`src/rtl/irq_pkg.sv`:
```
package irq_pkg;
  localparam int DATA_W   = 8;
  localparam int NSRC     = 3;
  localparam int SRC_CHG  = 0;
  localparam int SRC_EXT  = 1;
  localparam int SRC_TMR  = 2;
  localparam int FLAG_LSB = 0;
  localparam int EN_LSB   = FLAG_LSB + NSRC;
  localparam int GIE_BIT  = DATA_W - 1;
endpackage

```
`src/rtl/irq_edge_sync.sv`:
```
module irq_edge_sync #(
  parameter int STAGES = 2
) (
  input  logic clk_i,
  input  logic rst_ni,
  input  logic pin_i,
  output logic rise_o
);
  logic [STAGES-1:0] sync_q;
  logic              prev_q;

  always_ff @(posedge clk_i or negedge rst_ni) begin
    if (!rst_ni) sync_q[0] <= 1'b0;
    else         sync_q[0] <= pin_i;
  end

  for (genvar i = 1; i < STAGES; i++) begin : g_stage
    always_ff @(posedge clk_i or negedge rst_ni) begin
      if (!rst_ni) sync_q[i] <= 1'b0;
      else         sync_q[i] <= sync_q[i-1];
    end
  end

  always_ff @(posedge clk_i or negedge rst_ni) begin
    if (!rst_ni) prev_q <= 1'b0;
    else         prev_q <= sync_q[STAGES-1];
  end

  assign rise_o = sync_q[STAGES-1] & ~prev_q;
endmodule

```
`src/rtl/irq_port_chg.sv`:
```
module irq_port_chg #(
  parameter int W = 4
) (
  input  logic         clk_i,
  input  logic         rst_ni,
  input  logic [W-1:0] pins_i,
  input  logic         rd_i,
  output logic         chg_o
);
  logic [W-1:0] snap_q;

  // snapshot follows the pins on every port read
  always_ff @(posedge clk_i or negedge rst_ni) begin
    if (!rst_ni)   snap_q <= '0;
    else if (rd_i) snap_q <= pins_i;
  end

  assign chg_o = |(pins_i ^ snap_q);
endmodule

```
`src/rtl/irq_ctrl_reg.sv`:
```
module irq_ctrl_reg
  import irq_pkg::*;
(
  input  logic              clk_i,
  input  logic              rst_ni,
  input  logic              wr_i,
  input  logic [DATA_W-1:0] wdata_i,
  input  logic [NSRC-1:0]   evt_i,
  input  logic              take_i,
  input  logic              ret_i,
  output logic              gie_o,
  output logic [NSRC-1:0]   en_o,
  output logic [NSRC-1:0]   flag_o
);
  for (genvar i = 0; i < NSRC; i++) begin : g_src
    // hardware event wins over a software write of zero
    always_ff @(posedge clk_i or negedge rst_ni) begin
      if (!rst_ni) flag_o[i] <= 1'b0;
      else         flag_o[i] <= (wr_i ? wdata_i[FLAG_LSB+i] : flag_o[i]) | evt_i[i];
    end

    always_ff @(posedge clk_i or negedge rst_ni) begin
      if (!rst_ni)   en_o[i] <= 1'b0;
      else if (wr_i) en_o[i] <= wdata_i[EN_LSB+i];
    end
  end

  // acceptance > return > write
  always_ff @(posedge clk_i or negedge rst_ni) begin
    if (!rst_ni)     gie_o <= 1'b0;
    else if (take_i) gie_o <= 1'b0;
    else if (ret_i)  gie_o <= 1'b1;
    else if (wr_i)   gie_o <= wdata_i[GIE_BIT];
  end
endmodule

```
`src/rtl/irq_ctrl.sv`:
```
module irq_ctrl
  import irq_pkg::*;
#(
  parameter int          PC_W      = 13,
  parameter int          PORT_W    = 4,
  parameter int          SYNC_STG  = 2,
  parameter logic [12:0] IRQ_VEC   = 13'h0004
) (
  input  logic              clk_i,
  input  logic              rst_ni,
  input  logic              reg_wr_i,
  input  logic [DATA_W-1:0] reg_wdata_i,
  output logic [DATA_W-1:0] reg_rdata_o,
  input  logic              ext_pin_i,
  input  logic              tmr_ovf_i,
  input  logic [PORT_W-1:0] port_hi_i,
  input  logic              port_rd_i,
  input  logic              retfie_i,
  output logic              irq_take_o,
  output logic [PC_W-1:0]   vec_o,
  output logic              wake_o
);
  logic            ext_rise;
  logic            port_chg;
  logic [NSRC-1:0] evt;
  logic            gie;
  logic [NSRC-1:0] en;
  logic [NSRC-1:0] flag;
  logic            pending;

  irq_edge_sync #(.STAGES(SYNC_STG)) u_ext_sync (
    .clk_i  (clk_i),
    .rst_ni (rst_ni),
    .pin_i  (ext_pin_i),
    .rise_o (ext_rise)
  );

  irq_port_chg #(.W(PORT_W)) u_port_chg (
    .clk_i  (clk_i),
    .rst_ni (rst_ni),
    .pins_i (port_hi_i),
    .rd_i   (port_rd_i),
    .chg_o  (port_chg)
  );

  always_comb begin
    evt          = '0;
    evt[SRC_CHG] = port_chg;
    evt[SRC_EXT] = ext_rise;
    evt[SRC_TMR] = tmr_ovf_i;
  end

  irq_ctrl_reg u_reg (
    .clk_i   (clk_i),
    .rst_ni  (rst_ni),
    .wr_i    (reg_wr_i),
    .wdata_i (reg_wdata_i),
    .evt_i   (evt),
    .take_i  (irq_take_o),
    .ret_i   (retfie_i),
    .gie_o   (gie),
    .en_o    (en),
    .flag_o  (flag)
  );

  assign pending    = |(flag & en);
  assign irq_take_o = gie & pending;
  assign wake_o     = pending;
  assign vec_o      = IRQ_VEC[PC_W-1:0];

  always_comb begin
    reg_rdata_o                    = '0;
    reg_rdata_o[GIE_BIT]           = gie;
    reg_rdata_o[EN_LSB +: NSRC]    = en;
    reg_rdata_o[FLAG_LSB +: NSRC]  = flag;
  end
endmodule

```
`config.mk`:
```
export PLATFORM = sky130hd
export DESIGN_NAME = irq_ctrl
export DESIGN_NICKNAME = d
export VERILOG_FILES = /design/src/rtl/irq_pkg.sv /design/src/rtl/irq_edge_sync.sv /design/src/rtl/irq_port_chg.sv /design/src/rtl/irq_ctrl_reg.sv /design/src/rtl/irq_ctrl.sv
export SDC_FILE = /design/constraint.sdc
export NUM_CORES = 1
export LEC_CHECK = 0
export ABC_AREA = 1
export BUFFER_PORTS_ARGS = -buffer_cell sky130_fd_sc_hd__buf_2
export CAP_MARGIN = 0
export CELL_PAD_IN_SITES_DETAIL_PLACEMENT = 1
export CELL_PAD_IN_SITES_GLOBAL_PLACEMENT = 1
export CORE_MARGIN = 10
export CORE_UTILIZATION = 29
export CTS_CLUSTER_SIZE = 14
export DETAILED_ROUTE_END_ITERATION = 12
export PLACE_DENSITY_LB_ADDON = 0.3
export REMOVE_ABC_BUFFERS = 1
export SLEW_MARGIN = 0
export SYNTH_ARGS = -nofsm -noshare
export SYNTH_HDL_FRONTEND = slang
export SYNTH_HIERARCHICAL = 1
export SYNTH_SLANG_ARGS = --single-unit
```
`constraint.sdc`:
```
create_clock -name clk_i -period 1 [get_ports clk_i]
set_input_delay 0.05 -clock clk_i [delete_from_list [all_inputs] [get_ports clk_i]]
set_output_delay 0.05 -clock clk_i [all_outputs]
set_load 0.05 [all_outputs]
```
Word-level counts from Yosys, hierarchy flattened
Index checks and enable logic that the tools add are counted.

storage, ports and cells
  flip-flop bits (word level) = 14
  bits of input ports = 19
  output and inout port bits = 23
  word-level logic and storage cells = 28

operators by class
  muxes and demuxes = 6
  bitwise logic cells = 8
  reduce and logical (&&, ||, !) cells = 3

operator list
  kind                count
  1-bit two-way mux   6
  4-bit OR reduction  1
  4-bit XOR           1
  3-bit AND           1
  1-bit bitwise OR    3
  3-bit nonzero test  1
  3-bit OR reduction  1
  1-bit AND           2
  1-bit NOT           1

Longest topological paths before layout
  depth in word-level cells = 4
  gate-level depth with buffers = 7
  depth with buffers taken out = 7

Modules after synthesis
The synthesis kept the hierarchy.

modules (own cells, without submodules)
  module         times used  cells an instance  area each (µm²)  sequential area each (µm²)
  irq_ctrl_reg   1           34                 290.3            175.2
  irq_port_chg   1           35                 221.5            100.1
  irq_ctrl       1           23                 151.4            0.0
  irq_edge_sync  1           5                  85.1             75.1

Worst setup path after synthesis
No wires, ideal clock.

  kind = register to register
  start point = reg u_reg.flag_o[0]
  end point = reg u_reg.gie_o
  library setup time = 0.139 ns
  arrival time = 1.506 ns
  data required time = 0.861 ns
  slack = -0.644 ns
  stages on the path, launching flop included = 6
  path buffers = 0
  clock period less this slack = 1.644 ns
  cell sequence = dfrtp_1 nand2_1 nand3_2 nand2_1 inv_1 nor2_1

between the ends
  longest elaborated chain between the ends = 4
  elaborated cells on any way between the ends = 5
  classes of those cells = mux: 1; bitwise: 2; reduce/logical: 2

RTL lines
  item                                                               RTL line            source
  from (decl)                                                        irq_ctrl_reg.sv:13  output logic [NSRC-1:0] flag_o
  from (signal, indexed assignment)                                  irq_ctrl_reg.sv:19  else flag_o[i] <= (wr_i ? wdata_i[FLAG_LSB+i] : flag_o[i]) | evt_i[i];
  3-bit AND (*)                                                      irq_ctrl.sv:66      assign pending = |(flag & en);
  3-bit OR reduction (*)                                             irq_ctrl.sv:66
  via wake_o                                                         irq_ctrl.sv:21      output logic wake_o
  1-bit AND (*)                                                      irq_ctrl.sv:67      assign irq_take_o = gie & pending;
  via irq_take_o                                                     irq_ctrl.sv:19      output logic irq_take_o,
  3-bit nonzero test (no line) or 1-bit two-way mux (tied branches)  -
  to (signal assigned)                                               irq_ctrl_reg.sv:33  else if (wr_i) gie_o <= wdata_i[GIE_BIT];
  to (decl)                                                          irq_ctrl_reg.sv:11  output logic gie_o,

Mark *: on every way through the listed nets, which the timed path passes. The rest lies on a longest branch.
A chain may end at the register's enable or synchronous reset.

Worst setup path after layout
  start point = reg u_reg.en_o[2]
  end point = out irq_take_o

between the ends
  longest elaborated chain between the ends = 3

RTL lines
  item                               RTL line            source
  from (decl)                        irq_ctrl_reg.sv:12  output logic [NSRC-1:0] en_o,
  from (signal, indexed assignment)  irq_ctrl_reg.sv:24  else if (wr_i) en_o[i] <= wdata_i[EN_LSB+i];
  3-bit AND                          irq_ctrl.sv:66
  3-bit OR reduction                 irq_ctrl.sv:66
  1-bit AND                          irq_ctrl.sv:67
  to (decl)                          irq_ctrl.sv:19

Every way passes these cells.

==> results.yml <==
route:
  viasPerCell: 4.052
  drt_pass1_iterations: 2
  drt_wl_total_mm: 2.108
  routedWlPerCell_um: 12.26
  drt_iter0_drc: 25
  drc: 0
  detail-route-antenna-nets: 0
  route.vias.total: 697
power:
  clkPwrFrac: 0.245
  pwr-share-seq: 0.386
  power_frac_comb: 0.370
  power_density_nw_per_um2: 1490
  sw_frac_of_total: 0.3785
  power.total_mw: 1.666
  power_leakage_nw: 0.6370
  internal_power_mw: 1.036
  ir_drop_v: 0.0007054
  p_switching_mw: 0.6308
clocking:
  path_clk_slew_ns: 0.09
  clockBufferDepth: 2
  cts.sinks: 14
  numCtsBuffers: 3
  cts_root_buf: "clkbuf_4"
  cts_tree: "done"
  cts.htree.levels: 1
  worstSkewPairLatency_ns: 0.28
floorplanning:
  die_area_um2: 5012
  core-area_um2: 2477
  rows: 18
  die-width_um: 70.80
  start_util: 0.3020
  fp.dieH_um: 70.80
  ios: 42
yosys:
  yosysWarnings: 6
  ys_ff_latch: 14
  synth_cells: 97
  syn-cell-area_um2: 748.2
  synth_cell_types: 13
  syn_avg_cell_area_um2: 7.714
  yosysSeqAreaShare: 0.4682
timing:
  hold_violations: 0
  period_minus_slack_ns: 1.139
  fmax_ghz: 0.8781
  setup_slack_ns: -0.1388
  rsz0062_at_grt: "yes"
  setup_viol: 6
  finalCritPeriodShare: 1.139
  clock_skew_ns: 0.001578
  final_max_slew_viol_count: 0
placement:
  io_buffer_count: 26
  place_area_um2: 844.6
  placedCellCount: 150
  gp_congestion: 0.6675
  post-place-ws_ns: 0.06189
  dpl.hpwl_mm: 1.550
final_layout:
  ff_latch_area_um2: 350.3
  drive_gt1_frac: 0.3310
  nFillCells: 316
  final_util: 0.4515
  multi_input_area_um2: 279.0
  nets: 162
  antenna_cells: 0
  area_growth_syn_to_layout_pct: 49.50
  stdcell_count: 172
  final_cell_area_um2: 1119
min_path:
  min_to: "u_port_chg/snap_q[1]"
  min_from: "port_hi_i[1]"
  hp-class: "input port to flop"
  hold_depth: 3
critical_path:
  reg2reg_to: "u_reg/flag_o[0]"
  timing.rr.start: "u_port_chg/snap_q[3]"
  crit_path_end_kind: "primary output"
  crit_required_ns: 0.95
  start_kind: "flop"
  rrSetupSlack_ns: 0.07
  ff2ff_path_depth: 7
  critPathMaxFanout: 2
  cp.arrival_ns: 1.09
  crit_type: "flop to primary output"
flow_run:
  drv_cap: 0
global_route:
  grt_pass1_wl_mm: 3.422
  grt_overflow: 0
  grt_max_degree: 15
  first_global_vias: 756
  antenna_found_initial: 0
  gr-usage-all-layers: 0.08347
status:
  status: "finished, violations left"
  violations: "negative setup slack"
-- cells in the mapped netlist (all sizes together) --
cell,number,area share
conb,2,0.010
nand2,38,0.20
dfrtp,14,0.47
o21ai,4,0.027
nor2,6,0.033
a21oi,3,0.020
inv,13,0.065
nand3,1,0.013
buf,16,0.17
-- placed cells by master (no fill, tap or decap), types with 2 or more instances in the layout --
cell type,instances
buf_6,5
buf_8,3
inv_2,3
dfrtp_1,14
nand2_1,34
buf_4,7
dlygate4sd3_1,11
nor2_1,5
conb_1,14
inv_1,10
nand2_2,4
clkbuf_4,3
a21oi_1,2
buf_2,18
o21ai_0,4
-- power by group through the flow --
stage	logic (mW)	clock network [mW]	registers, mW
after floorplan	0.262	0	0.751
after global placement	0.478	0	0.654
after detailed placement	0.487	0	0.657
after CTS	0.597	0.429	0.641
after global routing	0.667	0.460	0.652
final	0.616	0.408	0.643
-- per-stage QoR --
stage	hold WS, ns	TNS [ns]
6_report	0.003700	-0.4009
5_1_grt	0.03655	-0.9732
3_3_place_gp	-0.03318	0
4_1_cts	0.001106	-0.4051
2_1_floorplan	-0.2456	-1.175
3_5_place_dp	-0.03146	0
-- layout make-up --
type | count | area share
repair buffers | 45 | 0.3277
flip-flops and latches | 14 | 0.3132
multi-input cells | 66 | 0.2494
inverters | 13 | 0.04362
well taps | 30 | 0.03356
clock buffers | 4 | 0.03244
-- layer usage --
metal,vias up,share of wire,routed length [um],global-route usage
li1,344,-,-,-
met1,323,0.37,780,0.08052
met2,26,0.54,1128,0.1484
met3,4,0.082,172,0.03766
met4,0,0.013,27,0.03871
met5,-,0,0,0
-- sequential cells by signal (all words and copies together) (netlist names) --
signal             flops
u_port_chg/snap_q      4
u_reg/en_o             3
u_reg/flag_o           3
u_ext_sync/sync_q      2
u_ext_sync/prev_q      1
u_reg/gie_o            1
-- worst max-delay path, stage by stage (launching register included) --
cell and delay, ns:
dfrtp_1 0.41, nand2_2 0.07, nand3_2 0.09, nand2_2 0.07, inv_2 0.04, buf_6 0.14
-- worst max path at each step --
stage,from,endpoint,slack [ns],depth (start not counted)
floorplan,u_reg/flag_o[0],u_reg/gie_o,-0.65,5
global placement,u_reg/flag_o[1],irq_take_o,0.09,5
detailed placement,u_reg/flag_o[1],irq_take_o,0.06,5
CTS,u_reg/en_o[2],irq_take_o,-0.16,5
global route,u_reg/flag_o[2],irq_take_o,-0.22,5
finish,u_reg/en_o[2],irq_take_o,-0.14,5
-- cells by family (layout without fill, tap and decap cells) --
| group | after synthesis | in the layout | share of synthesized area |
|---|---|---|---|
| buf+inv | 29 | 62 | 0.2308 |
| simple gates | 45 | 45 | 0.2442 |
| flops | 14 | 14 | 0.4682 |
| other cells | 2 | 14 | 0.01004 |
| compound gates | 7 | 7 | 0.04682 |
-- timing repair --
item | CTS | global route
pin swaps | 3 | 4
hold buffers | 12 | 0
setup buffers | 5 | 4
resized for setup | 15 | 9
endpoints found under the hold margin | 24 | 0
endpoints found under the setup margin | 7 | 10
Power figures use the tool's default switching activity.
